### config.mk
export PLATFORM = sky130hd
export DESIGN_NAME = ucode_seq
export DESIGN_NICKNAME = d
export VERILOG_FILES = /design/src/rtl/ucode_pkg.sv /design/src/rtl/ucode_rom.sv /design/src/rtl/ucode_dispatch.sv /design/src/rtl/ucode_next.sv /design/src/rtl/ucode_seq.sv
export SDC_FILE = /design/constraint.sdc
export NUM_CORES = 1
export LEC_CHECK = 0
export BUFFER_PORTS_ARGS = -buffer_cell sky130_fd_sc_hd__buf_2
export CORE_ASPECT_RATIO = 1.5
export CORE_UTILIZATION = 50
export CTS_CLUSTER_SIZE = 30
export DETAILED_ROUTE_END_ITERATION = 7
export PLACE_DENSITY = 0.83
export SETUP_SLACK_MARGIN = 0.05
export SLEW_MARGIN = 10
export SYNTH_ARGS = -nofsm -noshare
export SYNTH_HDL_FRONTEND = slang
export SYNTH_SLANG_ARGS = --single-unit
### constraint.sdc
create_clock -name clk -period 2.45 [get_ports clk]
set_input_delay 0.3675 -clock clk [delete_from_list [all_inputs] [get_ports clk]]
set_output_delay 0.3675 -clock clk [all_outputs]
set_load 0.1 [all_outputs]
### src/rtl/ucode_pkg.sv
// Package for the microcode sequencer. It holds the jump-type codes, the control-word
// layout and the micro-addresses of each routine in the control store.
// Assumes a 6-bit macro-opcode and a 64-entry control store.
package ucode_pkg;

    localparam int UPC_W  = 6;
    localparam int OP_W   = 6;
    localparam int ROM_N  = 1 << UPC_W;

    typedef logic [UPC_W-1:0] upc_t;
    typedef logic [OP_W-1:0]  op_t;

    typedef enum logic [2:0] {
        JT_NEXT     = 3'd0,
        JT_SPIN     = 3'd1,
        JT_FETCH    = 3'd2,
        JT_DISPATCH = 3'd3,
        JT_FEQZ     = 3'd4,
        JT_FNEZ     = 3'd5,
        JT_HALT     = 3'd6
    } jtype_t;

    typedef enum logic [2:0] {
        RS_RS = 3'd0, RS_RT = 3'd1, RS_RD = 3'd2, RS_PC = 3'd3, RS_LINK = 3'd4
    } regsel_t;

    typedef enum logic [2:0] {
        AO_PASSA = 3'd0, AO_INC4 = 3'd1, AO_ADD = 3'd2, AO_JTGT = 3'd3,
        AO_FUNC  = 3'd4, AO_OPC  = 3'd5, AO_PASSB = 3'd6
    } aluop_t;

    typedef enum logic [1:0] {
        IM_SEXT = 2'd0, IM_SEXT2 = 2'd1, IM_IR = 2'd2, IM_ZEXT = 2'd3
    } immsel_t;

    typedef struct packed {
        logic    ld_ir;
        regsel_t reg_sel;
        logic    reg_wr;
        logic    en_reg;
        logic    ld_a;
        logic    ld_b;
        aluop_t  alu_op;
        logic    en_alu;
        logic    ld_ma;
        logic    mem_wr;
        logic    en_mem;
        immsel_t imm_sel;
        logic    en_imm;
    } ctl_t;

    localparam int CTL_W = $bits(ctl_t);

    typedef struct packed {
        ctl_t   ctl;
        jtype_t jt;
        upc_t   tgt;
    } uword_t;

    // Routine addresses in the control store
    localparam upc_t ST_F0    = 6'd0;
    localparam upc_t ST_F1    = 6'd1;
    localparam upc_t ST_F2    = 6'd2;
    localparam upc_t ST_F3    = 6'd3;
    localparam upc_t ST_ALU   = 6'd4;
    localparam upc_t ST_ALUI  = 6'd7;
    localparam upc_t ST_LD    = 6'd10;
    localparam upc_t ST_LDSP  = 6'd13;
    localparam upc_t ST_ST    = 6'd15;
    localparam upc_t ST_STSP  = 6'd18;
    localparam upc_t ST_J     = 6'd20;
    localparam upc_t ST_JL    = 6'd23;
    localparam upc_t ST_JR    = 6'd27;
    localparam upc_t ST_JLR   = 6'd29;
    localparam upc_t ST_BZ    = 6'd33;
    localparam upc_t ST_BN    = 6'd35;
    localparam upc_t ST_TAKEN = 6'd37;
    localparam upc_t ST_TRAP  = 6'd40;

endpackage

### src/rtl/ucode_rom.sv
// Control store: a combinational read of one microinstruction per micro-address.
// The contents are fixed constants. Every address not used by a routine holds the trap word.
module ucode_rom
    import ucode_pkg::*;
(
    input  upc_t   addr,
    output uword_t word
);

    // Register file drives the bus into A or B
    function automatic ctl_t reg_to(input regsel_t s, input logic to_a);
        ctl_t c = '0;
        c.reg_sel = s;
        c.en_reg  = 1'b1;
        c.ld_a    = to_a;
        c.ld_b    = !to_a;
        return c;
    endfunction

    // ALU drives the bus into a register, into MA, or both
    function automatic ctl_t alu_to(input aluop_t op, input regsel_t s, input logic wr, input logic ma);
        ctl_t c = '0;
        c.alu_op  = op;
        c.en_alu  = 1'b1;
        c.reg_sel = s;
        c.reg_wr  = wr;
        c.ld_ma   = ma;
        return c;
    endfunction

    // Immediate extender drives the bus into B
    function automatic ctl_t imm_to_b(input immsel_t m);
        ctl_t c = '0;
        c.imm_sel = m;
        c.en_imm  = 1'b1;
        c.ld_b    = 1'b1;
        return c;
    endfunction

    // Microinstruction decode of the current address
    always_comb begin
        word     = '0;
        word.jt  = JT_NEXT;
        word.tgt = ST_F0;
        case (addr)
            6'd0:  begin word.ctl = reg_to(RS_PC, 1'b1); word.ctl.ld_a = 1'b0; word.ctl.ld_ma = 1'b1; end
            6'd1:  begin word.ctl.en_mem = 1'b1; word.ctl.ld_ir = 1'b1; word.jt = JT_SPIN; end
            6'd2:  word.ctl = reg_to(RS_PC, 1'b1);
            6'd3:  begin word.ctl = alu_to(AO_INC4, RS_PC, 1'b1, 1'b0); word.jt = JT_DISPATCH; end
            6'd4:  word.ctl = reg_to(RS_RS, 1'b1);
            6'd5:  word.ctl = reg_to(RS_RT, 1'b0);
            6'd6:  begin word.ctl = alu_to(AO_FUNC, RS_RD, 1'b1, 1'b0); word.jt = JT_FETCH; end
            6'd7:  word.ctl = reg_to(RS_RS, 1'b1);
            6'd8:  word.ctl = imm_to_b(IM_SEXT);
            6'd9:  begin word.ctl = alu_to(AO_OPC, RS_RT, 1'b1, 1'b0); word.jt = JT_FETCH; end
            6'd10: word.ctl = reg_to(RS_RS, 1'b1);
            6'd11: word.ctl = imm_to_b(IM_SEXT);
            6'd12: word.ctl = alu_to(AO_ADD, RS_RS, 1'b0, 1'b1);
            6'd13: begin word.ctl.en_mem = 1'b1; word.ctl.reg_sel = RS_RT; word.ctl.reg_wr = 1'b1; word.jt = JT_SPIN; end
            6'd14: word.jt = JT_FETCH;
            6'd15: word.ctl = reg_to(RS_RS, 1'b1);
            6'd16: word.ctl = imm_to_b(IM_SEXT);
            6'd17: word.ctl = alu_to(AO_ADD, RS_RS, 1'b0, 1'b1);
            6'd18: begin word.ctl.reg_sel = RS_RT; word.ctl.en_reg = 1'b1; word.ctl.mem_wr = 1'b1; word.jt = JT_SPIN; end
            6'd19: word.jt = JT_FETCH;
            6'd20: word.ctl = reg_to(RS_PC, 1'b1);
            6'd21: word.ctl = imm_to_b(IM_IR);
            6'd22: begin word.ctl = alu_to(AO_JTGT, RS_PC, 1'b1, 1'b0); word.jt = JT_FETCH; end
            6'd23: word.ctl = reg_to(RS_PC, 1'b1);
            6'd24: word.ctl = alu_to(AO_PASSA, RS_LINK, 1'b1, 1'b0);
            6'd25: word.ctl = imm_to_b(IM_IR);
            6'd26: begin word.ctl = alu_to(AO_JTGT, RS_PC, 1'b1, 1'b0); word.jt = JT_FETCH; end
            6'd27: word.ctl = reg_to(RS_RS, 1'b1);
            6'd28: begin word.ctl = alu_to(AO_PASSA, RS_PC, 1'b1, 1'b0); word.jt = JT_FETCH; end
            6'd29: word.ctl = reg_to(RS_PC, 1'b1);
            6'd30: word.ctl = reg_to(RS_RS, 1'b0);
            6'd31: word.ctl = alu_to(AO_PASSA, RS_LINK, 1'b1, 1'b0);
            6'd32: begin word.ctl = alu_to(AO_PASSB, RS_PC, 1'b1, 1'b0); word.jt = JT_FETCH; end
            6'd33: begin word.ctl = reg_to(RS_RS, 1'b1); word.jt = JT_FEQZ; word.tgt = ST_TAKEN; end
            6'd34: word.jt = JT_FETCH;
            6'd35: begin word.ctl = reg_to(RS_RS, 1'b1); word.jt = JT_FNEZ; word.tgt = ST_TAKEN; end
            6'd36: word.jt = JT_FETCH;
            6'd37: word.ctl = reg_to(RS_PC, 1'b1);
            6'd38: word.ctl = imm_to_b(IM_SEXT2);
            6'd39: begin word.ctl = alu_to(AO_ADD, RS_PC, 1'b1, 1'b0); word.jt = JT_FETCH; end
            default: begin word.jt = JT_HALT; word.tgt = ST_TRAP; end
        endcase
    end

endmodule

### src/rtl/ucode_dispatch.sv
// Dispatch table: maps a macro-opcode to the start address of its op-group routine.
// Opcodes with no entry map to the trap state.
module ucode_dispatch
    import ucode_pkg::*;
(
    input  op_t  opcode,
    output upc_t start
);

    // Op-group lookup
    always_comb begin
        case (opcode)
            6'h00:   start = ST_ALU;
            6'h08, 6'h09, 6'h0A, 6'h0B,
            6'h0C, 6'h0D, 6'h0E, 6'h0F: start = ST_ALUI;
            6'h23:   start = ST_LD;
            6'h2B:   start = ST_ST;
            6'h02:   start = ST_J;
            6'h03:   start = ST_JL;
            6'h10:   start = ST_JR;
            6'h11:   start = ST_JLR;
            6'h04:   start = ST_BZ;
            6'h05:   start = ST_BN;
            default: start = ST_TRAP;
        endcase
    end

endmodule

### src/rtl/ucode_next.sv
// Jump logic: selects the next micro-address from the jump type of the current word.
// Assumes busy and zero are valid during the cycle of the word that tests them.
module ucode_next
    import ucode_pkg::*;
(
    input  upc_t   upc,
    input  jtype_t jt,
    input  upc_t   tgt,
    input  upc_t   start,
    input  logic   zero,
    input  logic   busy,
    output upc_t   nxt
);

    upc_t inc;
    assign inc = upc + 1'b1;

    // Next-address multiplexer
    always_comb begin
        case (jt)
            JT_NEXT:     nxt = inc;
            JT_SPIN:     nxt = busy ? upc : inc;
            JT_FETCH:    nxt = tgt;
            JT_DISPATCH: nxt = start;
            JT_FEQZ:     nxt = zero ? tgt : inc;
            JT_FNEZ:     nxt = zero ? inc : tgt;
            default:     nxt = upc;
        endcase
    end

endmodule

### src/rtl/ucode_seq.sv
// Microcode sequencer top: the uPC register, the control store read, dispatch and jump logic.
// Control lines follow the uPC combinationally, so each microinstruction takes one cycle.
module ucode_seq
    import ucode_pkg::*;
(
    input  logic             clk,
    input  logic             rst_n,
    input  logic [OP_W-1:0]  opcode,
    input  logic             zero,
    input  logic             busy,
    output logic [CTL_W-1:0] ctl,
    output logic [UPC_W-1:0] upc,
    output logic             illegal
);

    upc_t   upc_q;
    upc_t   upc_d;
    upc_t   start;
    uword_t word;

    ucode_rom u_rom (
        .addr (upc_q),
        .word (word)
    );

    ucode_dispatch u_disp (
        .opcode (opcode),
        .start  (start)
    );

    ucode_next u_next (
        .upc   (upc_q),
        .jt    (word.jt),
        .tgt   (word.tgt),
        .start (start),
        .zero  (zero),
        .busy  (busy),
        .nxt   (upc_d)
    );

    // uPC register with synchronous active-low reset
    always_ff @(posedge clk) begin
        if (!rst_n) upc_q <= ST_F0;
        else        upc_q <= upc_d;
    end

    assign ctl     = word.ctl;
    assign upc     = upc_q;
    assign illegal = (word.jt == JT_HALT);

endmodule

==> impl_metrics.csv, run 1 <==
group,metric,value,unit
placed_design,hpwlAfterDp,4640,um
yosys,avgSynthCellArea,6.98,um2
global_routing,grt.overflow.total,6,
run_status,outcome,"did not finish",
yosys,synth_enable_flop_cells,0,
yosys,synth_top_family_by_area,"simple AND/OR/NAND/NOR gates",
floorplan,ios,35,
yosys,yosysSeqAreaShare,0.0782,
placed_design,gp_congestion,0.964,
clocking,cts_hold_buffers,0,
floorplan,start_util,0.527,
floorplan,num_rows,24,
global_routing,grt_max_degree,20,
global_routing,first_global_vias,2879,
clocking,numCtsBuffers,3,
run_status,error_line,"[ERROR GRT-0116] Global routing finished with congestion. Check the congestion regions in the DRC Viewer.",
yosys,netlist_instances,220,
yosys,synthMuxAreaShare,0.0472,
yosys,synth.net_count,234,
clocking,cts.sinks,6,
yosys,ys_top_cells_by_area,"dfxtp_1 (7.8%), buf_6 (5.9%), nor2_1 (4.9%), a21oi_1 (4.6%), nand2_1 (4.2%)",
global_routing,grt_usage,0.637,
floorplan,dieHeight,69.9,um
yosys,syn_area,1540,um2
yosys,synth_xor_area_frac,0.0228,
clocking,cts_root_buf,"clkbuf_8",
yosys,synth_top_area_frac,0.0782,
yosys,synthSimpleGateAreaFrac,0.357,
yosys,synth.lib_cells_used.distinct,61,
yosys,synth_flop_cell,"dfxtp_1",
yosys,synth-compound-area-share,0.355,
placed_design,dpl.cell_count,339,
yosys,yosys.area_share.adder,0.0326,
yosys,synth-async-reset-ratio,0,
run_status,stop_stage,"5_1_grt",
global_routing,grt_first_pass_wirelength,15200,um
clocking,htree_levels,1,
floorplan,die_w,47.3,um
clocking,cts_buffer_depth,2,
yosys,ys_ff_latch,6,
yosys,yosysTopAreaCell,"dfxtp_1",
placed_design,port_buffers,34,
yosys,ys_warn_count,0,
## layer usage
layer,GRT overflow,GRT usage
met1,0,0.690
met2,2,0.805
met3,0,0.411
met4,4,0.562
met5,0,0
## synthesized netlist by cell type (2+ instances only)
master / count
nor2_1: 20
nand2_1: 17
a21oi_1: 14
nand3_1: 12
nor3_1: 10
o21ai_0: 10
buf_6: 8
inv_1: 8
a31oi_1: 6
clkbuf_1: 6
dfxtp_1: 6
nor2b_1: 6
o22ai_1: 6
mux2i_1: 5
a211oi_1: 4
and3_1: 4
ha_1: 4
nand3b_1: 4
o32ai_1: 4
xor2_1: 4
a31o_2: 3
and2_1: 3
buf_2: 3
nand2_2: 3
nand2b_1: 3
nor3b_1: 3
a211o_1: 2
a21boi_0: 2
and3b_1: 2
mux2_2: 2
nor4b_1: 2
o21a_1: 2
o21ai_2: 2
o311a_1: 2
or2_2: 2
## logic make-up after synthesis
kind of cell	after synthesis
xor gates and xnor gates	4
buffers and inverters	26
muxes	7
and+or+nand+nor	100
DFF	6
AOI/OAI and AO/OA	73
adders and majority gates	4
## through the flow
step / setup slack (ns) / setup TNS, ns / area [um2] / utilization
after floorplan: -0.977 / -5.26 / 1760 / -
after global placement: -0.222 / -1.31 / 2480 / 0.850
after detailed placement: -0.261 / -1.75 / 2480 / 0.850
after CTS: -0.412 / -2.11 / 2770 / 0.949
## timing repair
action,in CTS
gates resized for setup,35
pin swaps,14
setup endpoints to repair,14
buffers inserted,13
==> run 2, diff against run 1 <==
--- a/config.mk
+++ b/config.mk
@@ -6,12 +6,9 @@
 export NUM_CORES = 1
 export LEC_CHECK = 0
 export BUFFER_PORTS_ARGS = -buffer_cell sky130_fd_sc_hd__buf_2
-export CORE_ASPECT_RATIO = 1.5
-export CORE_UTILIZATION = 50
-export CTS_CLUSTER_SIZE = 30
+export CORE_UTILIZATION = 40
 export DETAILED_ROUTE_END_ITERATION = 7
-export PLACE_DENSITY = 0.83
-export SETUP_SLACK_MARGIN = 0.05
+export PLACE_DENSITY_LB_ADDON = 0.15
 export SLEW_MARGIN = 10
 export SYNTH_ARGS = -nofsm -noshare
 export SYNTH_HDL_FRONTEND = slang
==> constraint.sdc (replaced) <==
create_clock -name clk -period 3.2 [get_ports clk]
set_input_delay 0.48 -clock clk [delete_from_list [all_inputs] [get_ports clk]]
set_output_delay 0.48 -clock clk [all_outputs]
set_load 0.1 [all_outputs]
==> run 2 against run 1 <==
Against the previous run:
- the run now ends clean
- synthesized cell count stayed put
- area after synthesis stayed put
==> impl_metrics.csv, run 2 <==
group,metric,value,unit
yosys,synth.lib_cells_used.distinct,61,
layout,largest_register_ffs,6,
floorplan,dieHeight,64.0,um
route,highest_layer,"met4",
timing,clock.fmax,0.325,GHz
placed_design,gp_congestion,0.897,
layout,fillers,381,
route,dr_wl_met3,243,um
route,routed_wl,4650,um
yosys,synth_xor_area_frac,0.0228,
yosys,synth-async-reset-ratio,0,
clocking,cts_buffer_depth,2,
yosys,ys_top_cells_by_area,"dfxtp_1 (7.8%), buf_6 (5.9%), nor2_1 (4.9%), a21oi_1 (4.6%), nand2_1 (4.2%)",
yosys,ys_ff_latch,6,
min_path,min_path_type,"primary input to flop",
yosys,synth-compound-area-share,0.355,
route,via_per_inst,6.16,
yosys,synth_enable_flop_cells,0,
yosys,netlist_instances,220,
floorplan,start_util,0.420,
route,dr_wl_met2,2180,um
layout,drive_gt1_frac,0.354,
placed_design,hpwlAfterDp,3520,um
setup_path,critical_path_required,2.72,ns
timing,whs,0.545,ns
timing,relSlewSlack,0.645,
global_routing,grt.overflow.total,0,
floorplan,fp.dieArea,4090,um2
global_routing,grt_first_pass_wirelength,7530,um
yosys,yosysTopAreaCell,"dfxtp_1",
timing,worst_pin_slew,0.526,ns
setup_path,crit_fanout,7,
global_routing,grt_max_degree,25,
route,wl_met1,2150,um
setup_path,worstSetupPathType,"flop to primary output",
layout,final_cell_mix,"buf_2 (32), nor2_1 (19), nand2_1 (17), a21oi_1 (14), buf_4 (14)",
layout,final_nets,269,
clocking,cts.clk_slew.worst_paths,0.04,ns
global_routing,grt_usage,0.228,
clocking,numCtsBuffers,3,
yosys,synth_flop_cell,"dfxtp_1",
floorplan,die_w,64.0,um
route,first_pass_iters,4,
global_routing,first_global_vias,1555,
route,dr.first_iter.drc_count,120,
layout,final_common_cell,"buf_2",
floorplan,ios,35,
yosys,synth_top_family_by_area,"simple AND/OR/NAND/NOR gates",
setup_path,cp.arrival,2.60,ns
timing,maxSlewViolCount,0,
yosys,syn_area,1540,um2
yosys,yosysSeqAreaShare,0.0782,
setup_path,endpoint_kind,"primary output",
clocking,htree_levels,1,
clocking,cts_root_buf,"clkbuf_8",
timing,finalCriticalPeriod,3.08,ns
route,drc,0,
yosys,synthTopCellsByCount,"nor2_1 (20), nand2_1 (17), a21oi_1 (14), nand3_1 (12)",
yosys,synthMuxAreaShare,0.0472,
yosys,synthSimpleGateAreaFrac,0.357,
run_status,outcome,"completed",
placed_design,port_buffers,34,
yosys,synth.net_count,234,
timing,hold_violations,0,
yosys,yosys.area_share.adder,0.0326,
timing,skew,0.00612,ns
clocking,cts.sinks,6,
yosys,yosysMostFrequentCell,"nor2_1",
layout,n_antenna_cell,0,
job,drv_cap,0,
clocking,clk_latency,0.22,ns
yosys,avgSynthCellArea,6.98,um2
clocking,cts_tree,"built",
floorplan,core,3660,um2
route,avgRoutedWirePerCell,15.4,um
route,vias,1860,
timing,rsz0062_at_grt,"no",
global_routing,antenna_found_initial,0,
setup_path,worst_setup_path_start_kind,"flop",
timing,fin_crit_sh,0.961,
floorplan,num_rows,22,
route,detail-route-antenna-nets,0,
layout,area_growth,23.3,%
yosys,ys_warn_count,0,
yosys,synth_top_area_frac,0.0782,
timing,setup_viol,0,
## run 2: cell counts after synthesis
Identical to the previous run, type by type.
## run 2: final cells by class
cell class	count	area, um2	share of cell area
Multi-Input combinational cell	188	1320	0.696
Timing Repair Buffer	48	305	0.161
Sequential cell	6	133	0.0700
Tap cell	48	60.1	0.0317
Clock buffer	4	45.0	0.0238
Inverter	8	32.5	0.0172
## run 2: worst max-delay path, stage by stage (launching register included)
cell and delay [ns]:
dfxtp_4 0.37, inv_4 0.06, ha_2 0.23, mux2i_1 0.14
o22ai_1 0.11, a211o_4 0.37, a2111o_1 0.45, o31ai_4 0.25
nor2b_4 0.21, buf_12 0.18
## run 2: metrics by stage
step,instances,TNS (ns),area (um2),setup slack [ns],util
after floorplan,220,-0.343,1620,-0.343,-
after global routing,302,0,1890,0.00589,0.517
final,302,0,1890,0.125,0.517
after detailed placement,298,0,1840,0.249,0.503
after CTS,302,0,1890,0.0290,0.515
after global placement,298,0,1840,0.286,0.503
## run 2: repair_timing
item | in CTS | in global routing
hold buffers | 0 | 0
endpoints found under the setup margin | 1 | 1
setup buffers | 0 | 0
gates resized for setup | 1 | 3
## run 2: kinds of logic (layout without fill, tap and decap cells)
logic type,count (synthesis),after routing
AOI/OAI and AO/OA,73,73
xor gates and xnor gates,4,4
adders and majority gates,4,4
buffers and inverters,26,60
DFF,6,6
muxes,7,7
and+or+nand+nor,100,100
## run 2: layer usage
layer | vias to the layer above | track usage
li1 | 903 | -
met1 | 863 | 0.316
met2 | 82 | 0.355
met3 | 12 | 0.0321
met4 | 0 | 0.0795
met5 | - | 0
## run 2: path summary, 6_finish.rpt
check	end	slack, ns	from	cells after the start
setup / recovery	illegal	0.12	upc[0]$_SDFFE_PN0P_	9
hold / removal	upc[0]$_SDFFE_PN0P_	0.54	rst_n	2
setup reg to reg	upc[0]$_SDFFE_PN0P_	0.50	upc[2]$_SDFFE_PN0P_	7
hold reg to reg	upc[1]$_SDFFE_PN0P_	0.55	upc[1]$_SDFFE_PN0P_	2
Power of run 2 is left out: the tool's default activity adds up to more than one toggle a clock period on the data nets, which glitch-free logic cannot reach.
==> run 3, diff against run 2 <==
--- a/config.mk
+++ b/config.mk
@@ -6,9 +6,10 @@
 export NUM_CORES = 1
 export LEC_CHECK = 0
 export BUFFER_PORTS_ARGS = -buffer_cell sky130_fd_sc_hd__buf_2
+export CORE_MARGIN = 2
 export CORE_UTILIZATION = 40
+export CTS_CLUSTER_SIZE = 12
 export DETAILED_ROUTE_END_ITERATION = 7
-export PLACE_DENSITY_LB_ADDON = 0.15
 export SLEW_MARGIN = 10
 export SYNTH_ARGS = -nofsm -noshare
 export SYNTH_HDL_FRONTEND = slang
==> run 3 against run 2 <==
Against the previous run:
- critical path depth stayed put
- utilization is 1.0 points lower
- via count down 2.3%
- clock skew is 0.0047 ns lower
- register-to-register slack got worse by 0.17 ns
- cell count down 1.3%
- flip-flop and latch count unchanged
- setup slack got worse by 0.017 ns
==> impl_metrics.csv, run 3 (same netlist as run 2, synthesis figures left out) <==
group,metric,value,unit
global_routing,grt_max_degree,28,
floorplan,dieHeight,66.0,um
setup_path,worst_setup_path_start_kind,"flop",
setup_path,critical_path_required,2.72,ns
clocking,cts_root_buf,"clkbuf_8",
setup_path,r2r-start,"upc[0]$_SDFFE_PN0P_",
job,drv_cap,0,
timing,hold_violations,0,
min_path,min_path_type,"flop to flop",
timing,maxSlewViolCount,0,
clocking,cts_buffer_depth,2,
min_path,hold_path_end,"upc[1]$_SDFFE_PN0P_",
placed_design,hpwlAfterDp,3550,um
setup_path,cp_num_buf_inv,2,
placed_design,port_buffers,34,
timing,finalSetupTns,0,ns
layout,largest_register_ffs,6,
layout,final_common_cell,"buf_2",
route,routed_wl,4770,um
layout,multi_input_area,1320,um2
global_routing,grt_usage,0.225,
layout,final_core_util,0.507,
global_routing,grtUsageMet3,0.00852,
layout,fillers,392,
layout,stdcell_area,1870,um2
layout,seq_area,135,um2
floorplan,core,3690,um2
setup_path,slowest_stage,"a2111o_1",
global_routing,grtUsageMet2,0.383,
setup_path,r2r_end,"upc[0]$_SDFFE_PN0P_",
setup_path,path_delay_family,"compound AO/OA/AOI/OAI gates",
global_routing,grt.overflow.total,0,
timing,clock.fmax,0.323,GHz
timing,worst_pin_slew,0.498,ns
placed_design,gp_congestion,0.954,
global_routing,antenna_found_initial,0,
layout,n_antenna_cell,0,
min_path,whs_path_depth,2,
clocking,numCtsBuffers,3,
clocking,cts_tree,"built",
route,via_per_inst,6.10,
setup_path,cp.arrival,2.61,ns
setup_path,r2r_slack,0.33,ns
clocking,htree_levels,1,
route,first_pass_iters,4,
floorplan,start_util,0.417,
timing,rsz0062_at_grt,"no",
global_routing,grt_use_met1,0.314,
layout,final_nets,266,
setup_path,endpoint_kind,"primary output",
placed_design,dpl_cell_area,1820,um2
setup_path,worstSetupPathType,"flop to primary output",
setup_path,worst_r2r_path_depth,10,
clocking,cts.clk_slew.worst_paths,0.04,ns
clocking,clk_latency,0.22,ns
global_routing,grt_first_pass_wirelength,7870,um
setup_path,crit_fanout,7,
layout,final_cell_mix,"buf_2 (32), nor2_1 (18), nand2_1 (17), a21oi_1 (14), nand3_1 (12)",
clocking,cts_hold_buffers,0,
route,vias,1817,
run_status,outcome,"completed",
timing,finalCriticalPeriod,3.09,ns
timing,fin_crit_sh,0.966,
route,dr.first_iter.drc_count,177,
global_routing,busiest_layer,"met2",
timing,relSlewSlack,0.668,
floorplan,fp.dieArea,4350,um2
setup_path,crit_path_max_incr_delay,0.44,ns
timing,setup_viol,0,
floorplan,ios,35,
setup_path,cp_cell_sequence,"inv_4, ha_1, mux2i_1, o22ai_1, a211o_4, a2111o_1, o31ai_4, nor2b_4, buf_12",
clocking,cts.sinks,6,
layout,drive_gt1_frac,0.348,
floorplan,num_rows,22,
floorplan,die_w,66.0,um
route,drc,0,
layout,area_growth,21.7,%
global_routing,first_global_vias,1623,
timing,skew,0.00144,ns
route,detail-route-antenna-nets,0,
route,avgRoutedWirePerCell,16.0,um
setup_path,crit_start,"upc[0]$_SDFFE_PN0P_",
min_path,hp-start,"upc[1]$_SDFFE_PN0P_",
-- run 3: cell count changes in the layout (fill, tap and decap cells not counted), sizes merged --
cell,delta
buf,-3
clkbuf,-1
-- run 3: through the flow --
stage	cells	setup slack [ns]	hold WS, ns
after floorplan	220	-0.343	0.601
after global routing	298	0.0189	0.570
final	298	0.108	0.542
after detailed placement	295	0.253	0.545
after CTS	298	0.0205	0.551
after global placement	295	0.277	0.522
-- run 3: worst max-delay path by stage --
stage | endpoint | slack, ns | depth (start not counted)
final | illegal | 0.11 | 9
after global routing | illegal | 0.02 | 9
after CTS | illegal | 0.02 | 9
after detailed placement | illegal | 0.25 | 9
after global placement | illegal | 0.28 | 9
after floorplan | illegal | -0.34 | 9
-- run 3: timing repair --
item                       in CTS  in global routing
hold endpoints to repair        0                  0
gates cloned                    0                  0
buffers inserted                0                  0
gates resized for setup         1                  4
setup endpoints to repair       1                  1
-- run 3: per-layer routing --
layer | vias to the layer above | share of wire
met5 | - | 0
met4 | 0 | 0.017
met3 | 12 | 0.070
met2 | 91 | 0.47
met1 | 824 | 0.44
li1 | 890 | -
-- run 3: area by class of cell --
type                       count  share of cell area
clock buffer                   3              0.0221
timing repair buffer          45               0.151
multi-input combinational    188               0.705
inverter                       8              0.0174
sequential                     6              0.0722
tap                           48              0.0321
-- run 3: tightest hold or removal path: stages, from the launching register on --
cell,delay (ns)
dfxtp_4,0.35
inv_2,0.09
a221oi_2,0.06
Power of run 3 is left out for the same reason.
==> run 4, diff against run 3 <==
--- a/config.mk
+++ b/config.mk
@@ -5,11 +5,12 @@
 export SDC_FILE = /design/constraint.sdc
 export NUM_CORES = 1
 export LEC_CHECK = 0
+export ABC_AREA = 1
 export BUFFER_PORTS_ARGS = -buffer_cell sky130_fd_sc_hd__buf_2
-export CORE_MARGIN = 2
-export CORE_UTILIZATION = 40
+export CORE_AREA = 2 2 63 65
 export CTS_CLUSTER_SIZE = 12
 export DETAILED_ROUTE_END_ITERATION = 7
+export DIE_AREA = 0 0 65 67
 export SLEW_MARGIN = 10
 export SYNTH_ARGS = -nofsm -noshare
 export SYNTH_HDL_FRONTEND = slang
==> run 4 against run 3 <==
Against the previous run:
- clock-buffer cell count increased by 1
- highest routed layer unchanged
- register-to-register slack better by 0.37 ns
- flip-flop and latch count is the same
- hold slack worse by 0.039 ns
- critical endpoint is now ctl[12]
- die area about the same
==> impl_metrics.csv, run 4 <==
group,metric,value,unit
placed_design,hpwlAfterDp,3590,um
clocking,cts_buffer_depth,2,
setup_path,worst_r2r_path_depth,15,
setup_path,worst_setup_path_start_kind,"flop",
setup_path,crit_path_frequent_cell,"inv_1",
layout,final_common_cell,"nand2_1",
floorplan,die_w,65,um
setup_path,path_delay_family,"simple AND/OR/NAND/NOR gates",
layout,final_cell_mix,"nand2_1 (74), nor2_1 (39), nand3_1 (36), inv_1 (35), buf_2 (33)",
timing,finalCriticalPeriod,2.95,ns
yosys,syn_area,1410,um2
run_status,outcome,"completed",
clocking,cts_root_buf,"clkbuf_8",
global_routing,antenna_found_initial,0,
yosys,ys_top_cells_by_area,"nand2_1 (20%), nand3_1 (14%), nor2_1 (11%), inv_1 (9.3%), dfxtp_1 (8.5%)",
global_routing,first_global_vias,1605,
route,detail-route-antenna-nets,0,
job,drv_cap,0,
yosys,synth.net_count,290,
route,dr.first_iter.drc_count,173,
timing,finalSetupTns,0,ns
route,routed_wl,4380,um
timing,setup_viol,0,
global_routing,grt_max_degree,14,
min_path,min_path_type,"primary input to flop",
global_routing,grt.overflow.total,0,
clocking,cts.sinks,6,
route,via_per_inst,5.14,
yosys,netlist_instances,276,
timing,clock.fmax,0.339,GHz
global_routing,grt_usage,0.214,
floorplan,ios,35,
yosys,yosysTopAreaCell,"nand2_1",
yosys,synth_top_area_frac,0.200,
timing,relSlewSlack,0.566,
timing,fin_crit_sh,0.921,
route,vias,1831,
floorplan,num_rows,22,
clocking,cts_setup_buffers,0,
clocking,numCtsBuffers,3,
yosys,synth_enable_flop_cells,0,
yosys,yosysMostFrequentCell,"nand2_1",
placed_design,port_buffers,34,
timing,maxSlewViolCount,0,
floorplan,fp.dieArea,4360,um2
floorplan,dieHeight,67,um
timing,worst_slack,0.254,ns
yosys,synth_flop_cell,"dfxtp_1",
route,dr_wl_met3,225,um
layout,largest_register_ffs,6,
clocking,clk_latency,0.23,ns
setup_path,crit_fanout,8,
layout,area_growth,21.9,%
route,wl_met1,2010,um
layout,n_antenna_cell,0,
timing,worst_pin_slew,0.649,ns
layout,fillers,418,
setup_path,slowest_stage,"a2111o_2",
setup_path,endpoint_kind,"primary output",
route,first_pass_iters,4,
timing,rsz0062_at_grt,"no",
clocking,htree_levels,1,
yosys,synth.lib_cells_used.distinct,33,
floorplan,start_util,0.390,
timing,hold_violations,0,
min_path,whs_path_depth,3,
setup_path,crit_path_max_incr_delay,0.40,ns
yosys,synthTopCellsByCount,"nand2_1 (75), nor2_1 (41), nand3_1 (39), inv_1 (35), a21oi_1 (12)",
timing,skew,0.000144,ns
setup_path,cp.arrival,2.47,ns
yosys,avgSynthCellArea,5.10,um2
route,dr_wl_met2,2060,um
route,drc,0,
route,highest_layer,"met4",
yosys,synth-async-reset-ratio,0,
setup_path,worstSetupPathType,"flop to primary output",
yosys,yosysSeqAreaShare,0.0854,
placed_design,post-place-ws,0.308,ns
yosys,ys_ff_latch,6,
global_routing,grt_first_pass_wirelength,7330,um
setup_path,cp_cell_sequence,"inv_1, ha_1, nand3_1, inv_1, nand2_1, nor3b_1, nand3_4, a2111o_2, buf_2",
clocking,cts_tree,"built",
setup_path,cp_num_buf_inv,3,
layout,drive_gt1_frac,0.231,
placed_design,gp_congestion,0.906,
floorplan,core,3610,um2
yosys,ys_warn_count,0,
layout,final_nets,323,
clocking,cts.clk_slew.worst_paths,0.04,ns
setup_path,critical_path_required,2.72,ns
setup_path,path_depth,9,
route,avgRoutedWirePerCell,12.3,um
## run 4: final cells by class
class,count,area (um2),area share
clock buffers,4,45.0,0.0263
inverters,39,146,0.0854
multi-input cells,223,1140,0.664
flip-flops and latches,6,133,0.0774
well taps,48,60.1,0.0350
repair buffers,36,191,0.112
## run 4: final timing paths
check	start	endpoint	slack [ns]
hold / removal	rst_n	upc[1]$_SDFFE_PN0P_	0.50
setup / recovery	upc[0]$_SDFFE_PN0P_	ctl[12]	0.25
setup reg to reg	upc[4]$_SDFFE_PN0P_	upc[0]$_SDFFE_PN0P_	0.70
hold reg to reg	upc[5]$_SDFFE_PN0P_	upc[5]$_SDFFE_PN0P_	0.53
## run 4: kinds of logic (layout without fill, tap and decap cells)
kind of cell	after synthesis	count (layout)	share of synthesized area
AO/OA/AOI/OAI	31	31	0.127
adder cells (fa/ha/maj)	4	4	0.0356
flip-flops	6	6	0.0854
XOR/XNOR	3	3	0.0187
buffers and inverters	47	79	0.141
AND/OR/NAND/NOR	185	185	0.593
## run 4: tightest hold or removal path, delay by kind of cell
| family | cells | cell delay (ns) |
|---|---|---|
| compound gates | 1 | 0.04 |
| simple gates | 1 | 0.06 |
| buf+inv | 1 | 0.11 |
## run 4: through the flow
step	utilization	instances	cell area, um2	hold slack, ns
floorplan	-	276	1460	0.593
global placement	0.460	352	1660	0.518
detailed placement	0.460	352	1660	0.514
CTS	0.472	356	1700	0.504
global route	0.475	356	1710	0.524
finish	0.475	356	1710	0.504
## run 4: timing repair
action                                  in CTS  in global routing
endpoints found under the setup margin       0                  1
hold buffers                                 0                  0
resized for setup                            0                  5
## run 4: metal layers
layer  vias up  GRT usage
li1        955          -
met1       803      0.267
met2        64      0.384
met3         9     0.0101
met4         0     0.0851
met5         -          0
Power of run 4 is left out for the same reason.
